**src/rtl/blk2d_pkg.sv**
```systemverilog
package blk2d_pkg;

    typedef enum logic [1:0] {
        ST_IDLE    = 2'd0,
        ST_BURST   = 2'd1,
        ST_BLK_END = 2'd2,
        ST_FRM_END = 2'd3
    } walk_state_e;

    localparam int LEN_W = 4;

    function automatic logic [LEN_W-1:0] burst_cap(input logic [1:0] code);
        return LEN_W'(1) << code;
    endfunction

endpackage

```
**src/rtl/blk2d_burst_len.sv**
```systemverilog
module blk2d_burst_len
    import blk2d_pkg::*;
#(
    parameter int XNUM_W = 10
) (
    input  logic [XNUM_W-1:0] blk_w,
    input  logic [XNUM_W-1:0] word_idx,
    input  logic [1:0]        code,
    output logic [LEN_W-1:0]  len,
    output logic              line_last
);
    logic [XNUM_W-1:0] remaining;
    logic [LEN_W-1:0]  cap;

    always_comb begin
        remaining = blk_w - word_idx;
        cap       = burst_cap(code);
        if (remaining <= XNUM_W'(cap)) begin
            len       = LEN_W'(remaining);
            line_last = 1'b1;
        end else begin
            len       = cap;
            line_last = 1'b0;
        end
    end
endmodule

```
**src/rtl/blk2d_side_gen.sv**
```systemverilog
module blk2d_side_gen #(
    parameter int AW  = 28,
    parameter int OW  = 16,
    parameter int XSW = 11,
    parameter int YSW = 14,
    parameter int WW  = 10
) (
    input  logic           clk,
    input  logic           rst_n,
    input  logic           load,
    input  logic [AW-1:0]  base,
    input  logic [OW-1:0]  stride,
    input  logic [XSW-1:0] xstep,
    input  logic [YSW-1:0] ystep,
    input  logic           next_line,
    input  logic           next_col,
    input  logic           next_row,
    input  logic [WW-1:0]  word_idx,
    output logic [AW-1:0]  addr
);
    localparam int PW = YSW + OW + 1;

    logic signed [PW-1:0] row_prod;
    logic [AW-1:0] row_jump_c, col_jump_c;
    logic [AW-1:0] row_q, blk_q, line_q;
    logic [AW-1:0] stride_q, col_jump_q, row_jump_q;

    assign row_prod   = $signed(ystep) * $signed({1'b0, stride});
    assign row_jump_c = AW'(row_prod);
    assign col_jump_c = AW'($signed(xstep));

    always_ff @(posedge clk or negedge rst_n) begin
        if (!rst_n) begin
            row_q      <= '0;
            blk_q      <= '0;
            line_q     <= '0;
            stride_q   <= '0;
            col_jump_q <= '0;
            row_jump_q <= '0;
        end else if (load) begin
            row_q      <= base;
            blk_q      <= base;
            line_q     <= base;
            stride_q   <= AW'(stride);
            col_jump_q <= col_jump_c;
            row_jump_q <= row_jump_c;
        end else if (next_line) begin
            line_q <= line_q + stride_q;
        end else if (next_col) begin
            blk_q  <= blk_q + col_jump_q;
            line_q <= blk_q + col_jump_q;
        end else if (next_row) begin
            row_q  <= row_q + row_jump_q;
            blk_q  <= row_q + row_jump_q;
            line_q <= row_q + row_jump_q;
        end
    end

    assign addr = line_q + AW'(word_idx);
endmodule

```
**src/rtl/blk2d_walker.sv**
```systemverilog
module blk2d_walker
    import blk2d_pkg::*;
#(
    parameter int SYS_AW = 28,
    parameter int LOC_AW = 20,
    parameter int SYS_OW = 16,
    parameter int LOC_OW = 20,
    parameter int XNUM_W = 10,
    parameter int YNUM_W = 13,
    parameter int CNT_W  = 10,
    parameter int XSW    = 11,
    parameter int YSW    = 14
) (
    input  logic              clk,
    input  logic              rst_n,
    input  logic              start,
    input  logic [SYS_AW-1:0] cfg_sys_base,
    input  logic [LOC_AW-1:0] cfg_loc_base,
    input  logic [SYS_OW-1:0] cfg_sys_stride,
    input  logic [LOC_OW-1:0] cfg_loc_stride,
    input  logic [XNUM_W-1:0] cfg_blk_w,
    input  logic [YNUM_W-1:0] cfg_blk_h,
    input  logic [CNT_W-1:0]  cfg_cols,
    input  logic [CNT_W-1:0]  cfg_rows,
    input  logic [XSW-1:0]    cfg_xstep,
    input  logic [YSW-1:0]    cfg_ystep,
    input  logic [1:0]        cfg_burst_code,
    input  logic              bst_ready,
    output logic              bst_valid,
    output logic [SYS_AW-1:0] bst_sys_addr,
    output logic [LOC_AW-1:0] bst_loc_addr,
    output logic [3:0]        bst_len,
    output logic              blk_done,
    output logic              frm_done,
    output logic              busy,
    output logic [CNT_W-1:0]  last_bx,
    output logic [CNT_W-1:0]  last_by
);
    walk_state_e state_q, state_d;

    logic [XNUM_W-1:0] blk_w_q, word_q;
    logic [YNUM_W-1:0] blk_h_q, line_q;
    logic [CNT_W-1:0]  cols_q, rows_q, bx_q, by_q;
    logic [1:0]        code_q;

    logic [LEN_W-1:0]  len;
    logic line_last, last_line, col_last, row_last;
    logic load, accept, next_line, next_col, next_row;

    assign load      = (state_q == ST_IDLE) && start;
    assign accept    = (state_q == ST_BURST) && bst_ready;
    assign last_line = (line_q == blk_h_q - YNUM_W'(1));
    assign col_last  = (bx_q == cols_q - CNT_W'(1));
    assign row_last  = (by_q == rows_q - CNT_W'(1));
    assign next_line = accept && line_last && !last_line;
    assign next_col  = (state_q == ST_BLK_END) && !col_last;
    assign next_row  = (state_q == ST_BLK_END) && col_last && !row_last;

    blk2d_burst_len #(.XNUM_W(XNUM_W)) u_len (
        .blk_w     (blk_w_q),
        .word_idx  (word_q),
        .code      (code_q),
        .len       (len),
        .line_last (line_last)
    );

    blk2d_side_gen #(
        .AW(SYS_AW), .OW(SYS_OW), .XSW(XSW), .YSW(YSW), .WW(XNUM_W)
    ) u_sys (
        .clk(clk), .rst_n(rst_n), .load(load),
        .base(cfg_sys_base), .stride(cfg_sys_stride),
        .xstep(cfg_xstep), .ystep(cfg_ystep),
        .next_line(next_line), .next_col(next_col), .next_row(next_row),
        .word_idx(word_q), .addr(bst_sys_addr)
    );

    blk2d_side_gen #(
        .AW(LOC_AW), .OW(LOC_OW), .XSW(XSW), .YSW(YSW), .WW(XNUM_W)
    ) u_loc (
        .clk(clk), .rst_n(rst_n), .load(load),
        .base(cfg_loc_base), .stride(cfg_loc_stride),
        .xstep(cfg_xstep), .ystep(cfg_ystep),
        .next_line(next_line), .next_col(next_col), .next_row(next_row),
        .word_idx(word_q), .addr(bst_loc_addr)
    );

    // next-state logic
    always_comb begin
        state_d = state_q;
        unique case (state_q)
            ST_IDLE:    if (start) state_d = ST_BURST;
            ST_BURST:   if (accept && line_last && last_line) state_d = ST_BLK_END;
            ST_BLK_END: state_d = (col_last && row_last) ? ST_FRM_END : ST_BURST;
            ST_FRM_END: state_d = ST_IDLE;
            default:    state_d = ST_IDLE;
        endcase
    end

    // state register
    always_ff @(posedge clk or negedge rst_n) begin
        if (!rst_n) state_q <= ST_IDLE;
        else        state_q <= state_d;
    end

    // walk counters and captured configuration
    always_ff @(posedge clk or negedge rst_n) begin
        if (!rst_n) begin
            blk_w_q <= '0; blk_h_q <= '0; cols_q <= '0; rows_q <= '0;
            code_q  <= '0; word_q  <= '0; line_q <= '0;
            bx_q    <= '0; by_q    <= '0;
            last_bx <= '0; last_by <= '0;
        end else if (load) begin
            blk_w_q <= cfg_blk_w;
            blk_h_q <= cfg_blk_h;
            cols_q  <= cfg_cols;
            rows_q  <= cfg_rows;
            code_q  <= cfg_burst_code;
            word_q  <= '0;
            line_q  <= '0;
            bx_q    <= '0;
            by_q    <= '0;
            last_bx <= '0;
            last_by <= '0;
        end else if (accept) begin
            if (line_last) begin
                word_q <= '0;
                if (!last_line) begin
                    line_q <= line_q + YNUM_W'(1);
                end else begin
                    last_bx <= bx_q;
                    last_by <= by_q;
                end
            end else begin
                word_q <= word_q + XNUM_W'(len);
            end
        end else if (state_q == ST_BLK_END) begin
            line_q <= '0;
            if (!col_last) begin
                bx_q <= bx_q + CNT_W'(1);
            end else if (!row_last) begin
                bx_q <= '0;
                by_q <= by_q + CNT_W'(1);
            end
        end
    end

    // outputs
    always_comb begin
        bst_valid = (state_q == ST_BURST);
        blk_done  = (state_q == ST_BLK_END);
        frm_done  = (state_q == ST_FRM_END);
        busy      = (state_q != ST_IDLE);
        bst_len   = len;
    end
endmodule

```
**config.mk**
```make
export PLATFORM = sky130hd
export DESIGN_NAME = blk2d_walker
export DESIGN_NICKNAME = d
export VERILOG_FILES = /design/src/rtl/blk2d_pkg.sv /design/src/rtl/blk2d_burst_len.sv /design/src/rtl/blk2d_side_gen.sv /design/src/rtl/blk2d_walker.sv
export SDC_FILE = /design/constraint.sdc
export NUM_CORES = 2
export LEC_CHECK = 0
export ABC_AREA = 1
export BUFFER_PORTS_ARGS = -buffer_cell sky130_fd_sc_hd__buf_4
export CAP_MARGIN = 20
export CORE_ASPECT_RATIO = 1.4
export CORE_MARGIN = 8
export CORE_UTILIZATION = 32
export CTS_CLUSTER_DIAMETER = 50
export CTS_CLUSTER_SIZE = 40
export DETAILED_ROUTE_END_ITERATION = 10
export GPL_ROUTABILITY_DRIVEN = 1
export HOLD_SLACK_MARGIN = 0.06
export MAX_ROUTING_LAYER = met4
export PLACE_DENSITY = 0.47
export SLEW_MARGIN = 20
export SYNTH_ARGS = -nofsm -noshare
export SYNTH_HDL_FRONTEND = slang
export SYNTH_SLANG_ARGS = --single-unit
```
**constraint.sdc**
```tcl
create_clock -name clk -period 5.8 [get_ports clk]
set_input_delay 1.74 -clock clk [delete_from_list [all_inputs] [get_ports clk]]
set_output_delay 1.74 -clock clk [all_outputs]
set_load 0.02 [all_outputs]
```
==> flow_summary.ini <==
[hold_path]
min_from = u_loc.row_q[10]
hold_depth = 2
holdPathEnd = u_loc.row_q[10]
hold_class = flop to flop

[worst_setup_path]
worstPathRequired_ns = 6.29
end_kind = flop
start_kind = input pin
crit_path_max_fanout = 7
cp.arrival_ns = 6.57
r2r_setup_slack_ns = 0.98
r2r.worst_path.cells = 27
r2r_end = word_q[8]
path_class = input pin to flop
reg2reg_from = word_q[1]

[floorplan]
die_h_um = 439
initial_utilization = 0.322
pin_count = 234
die_area_um2 = 140000
die_w_um = 318
rows = 155
coreArea_um2 = 127000

[sta]
slew_headroom = 0.295
rsz0062_at_grt = true
skew_ns = 0.0311
tightest_slew_ns = 1.06
fin_crit_sh = 1.05
timing.fmax_mhz = 164
final-max-slew-violation-count = 0
setup_viol = 23
finalHoldViolCount = 0
holdWs_ns = 0.479
timing.final.ws_setup_ns = -0.279
min_period_ns = 6.08

[placed_design]
pre_cts_ws_ns = -1.05
hpwlAfterDp_um = 123000
place_inst = 7971
port_buffers = 233
gp_congestion = 0.930

[synth]
yosysTopAreaCell = dfrtp_1
ys.flop_type = dfrtp_1
ys_seq_elements = 349
synthCells = 6008
yosysSeqAreaShare = 0.213
synth_top_area_frac = 0.213
synth_mux_area_frac = 0
synth_compound_area_frac = 0.0787
syn_area_um2 = 41000
syn_avg_cell_area_um2 = 6.82
synth-simple-area-share = 0.300
synth_nets = 6797
synth_edf_count = 0
synth_most_common_cell = nand2_1
synthArstFlopShare = 1.00
ys_warn_count = 0
synth-xor-area-share = 0.0470
synth_top_cells_by_count = nand2_1 (2,058), inv_1 (1,005), nand3_1 (403)
synth_top_family_by_area = simple AND/OR/NAND/NOR gates
synth-adder-area-share = 0.249
synth_cell_types = 41
yosys-top-cells-area = dfrtp_1 (21%), nand2_1 (19%), fa_1 (15%)

[clock_tree]
holdBufCountCts = 0
clock_latency_ns = 0.61
cts.sink_count = 349
clock_path_buffers = 3
cts_buffers = 41
cts_tree = built
cts_root_buffer = clkbuf_16
htreeDepth = 2
path_clk_slew_ns = 0.08

[global_routing]
grt_pass1_wl_um = 234000
grt_antenna_before_repair = 4
grt.total_usage = 0.216
grt_max_degree = 148
grt_pass1_vias = 40300
overflow = 0

[finish]
drive_above_1_share = 0.142
nets = 7208
multi_input_area_um2 = 28800
nFillCells = 13700
seq_area_um2 = 8740
stdcell_count = 8103
syn_to_final_growth_pct = 22.3

[power]
irDropWorstVdd_v = 0.000693
p_per_area_nw_per_um2 = 436
p_leak_nw = 28.1
finalPower_mw = 21.8

[drt]
drtIter0Drc = 2097
drcViolationCount = 0
drt-total-wl_um = 152000
vias = 39300
first_pass_iters = 5
ant_nets = 0
wl_per_cell_um = 18.7
routed_via_density = 4.85

[run_status]
status = finished with violations
violations = negative setup slack

[job]
maxCapViolations = 0
==> layout make-up <==
| class | instances | share of cell area |
|---|---|---|
| diodes | 3 | 0.000150 |
| clock buffers | 48 | 0.0220 |
| clock inverters | 28 | 0.00704 |
| inverters | 1016 | 0.0766 |
| multi-input cells | 4443 | 0.575 |
| flip-flops and latches | 349 | 0.174 |
| well taps | 1648 | 0.0412 |
| repair buffers | 568 | 0.103 |
==> power breakdown <==
part,internal [mW],total [mW],switching [mW]
Combinational,8.13,16.4,8.29
Clock,1.57,2.87,1.30
Sequential,2.47,2.55,0.0836
Total,12.2,21.8,9.68
==> state kept, by name (all words and copies together) (netlist names), 10 cells and up <==
register	cells
u_sys.blk_q	28
u_sys.line_q	28
u_sys.row_jump_q	28
u_sys.row_q	28
u_loc.blk_q	20
u_loc.line_q	20
u_loc.row_jump_q	20
u_loc.row_q	20
u_loc.stride_q	20
u_sys.stride_q	16
blk_h_q	13
line_q	13
u_sys.col_jump_q	11
blk_w_q	10
bx_q	10
by_q	10
cols_q	10
last_bx	10
last_by	10
rows_q	10
word_q	10
==> how the worst max path moves through the flow <==
stage,start,endpoint,slack [ns],depth (start not counted)
finish,cfg_sys_stride[8],u_sys.row_jump_q[20],-0.28,22
global route,cfg_sys_stride[5],u_sys.row_jump_q[26],-0.49,24
CTS,cfg_ystep[4],u_sys.row_jump_q[26],-0.24,26
detailed placement,cfg_ystep[8],u_sys.row_jump_q[26],-1.05,24
global placement,cfg_ystep[8],u_sys.row_jump_q[26],-1.06,24
floorplan,cfg_ystep[2],u_sys.row_jump_q[26],-0.75,27
==> layout by cell type (no fill, tap or decap), types with 9 or more instances in the layout <==
cell type | synthesis | final
o22ai_1 | 9 | 9
o21ai_0 | 259 | 219
xor2_1 | 117 | 113
nand2_1 | 2058 | 2007
a21oi_1 | 224 | 198
inv_2 | 11 | 61
nand2_2 | 1 | 38
a31oi_1 | 12 | 12
xnor2_1 | 103 | 94
buf_8 | 0 | 9
nand4_1 | 105 | 105
inv_1 | 1005 | 950
o21a_1 | 29 | 29
a21oi_4 | 0 | 12
buf_4 | 6 | 459
nand3b_1 | 34 | 34
buf_6 | 0 | 53
a21oi_2 | 0 | 14
nor3_1 | 39 | 36
ha_1 | 326 | 302
o21bai_1 | 24 | 19
buf_12 | 0 | 38
fa_1 | 305 | 290
ha_4 | 0 | 24
a21o_1 | 14 | 14
o21ai_1 | 9 | 36
nand3_2 | 1 | 14
xnor2_2 | 0 | 9
nand2_4 | 0 | 14
fa_2 | 0 | 15
nand3_1 | 403 | 389
clkbuf_16 | 0 | 47
nor2_1 | 324 | 303
nor2_2 | 5 | 14
nor2_4 | 0 | 12
dfrtp_1 | 349 | 347
==> critical path, stage by stage <==
cell	delay (ns)
buf_12	0.12
buf_8	0.13
nand2_1	0.05
inv_1	0.05
fa_1	0.50
inv_1	0.06
fa_1	0.47
inv_1	0.05
fa_1	0.45
fa_2	0.55
fa_1	0.45
fa_1	0.57
ha_4	0.24
a21o_1	0.20
a21oi_2	0.13
nand2_1	0.07
nand2_1	0.07
nand3_2	0.10
buf_4	0.16
or2_2	0.26
nand3_1	0.09
nand2_1	0.06
==> kinds of logic (layout without fill, tap and decap cells) <==
group           Yosys count  after routing
compound gates          596            596
fa+ha+maj               631            631
other cells               0              3
simple gates           2996           2996
buf+inv                1216           1660
flops                   349            349
xor+xnor                220            220
==> stage by stage <==
step                      cell area [um^2]  utilization  TNS, ns
after detailed placement             46700        0.367   -26.99
final                                50100        0.394    -3.47
after global routing                 50100        0.394    -8.00
after CTS                            49300        0.387    -2.51
after floorplan                      41600            -   -14.79
after global placement               46700        0.367   -26.01
==> per-layer routing <==
metal	share of wire	global-route usage
met2	0.50	0.382
met3	0.035	0.0193
met1	0.43	0.263
met4	0.035	0.0646
met5	0	-
==> repair_timing <==
action / 4_1_cts / 5_1_grt
setup endpoints to repair: 39 / 43
pin swaps: 98 / 98
buffers inserted: 28 / 24
gates resized for setup: 194 / 178
gates cloned: 5 / 4
Note: power is estimated with default switching activity, not from simulation.
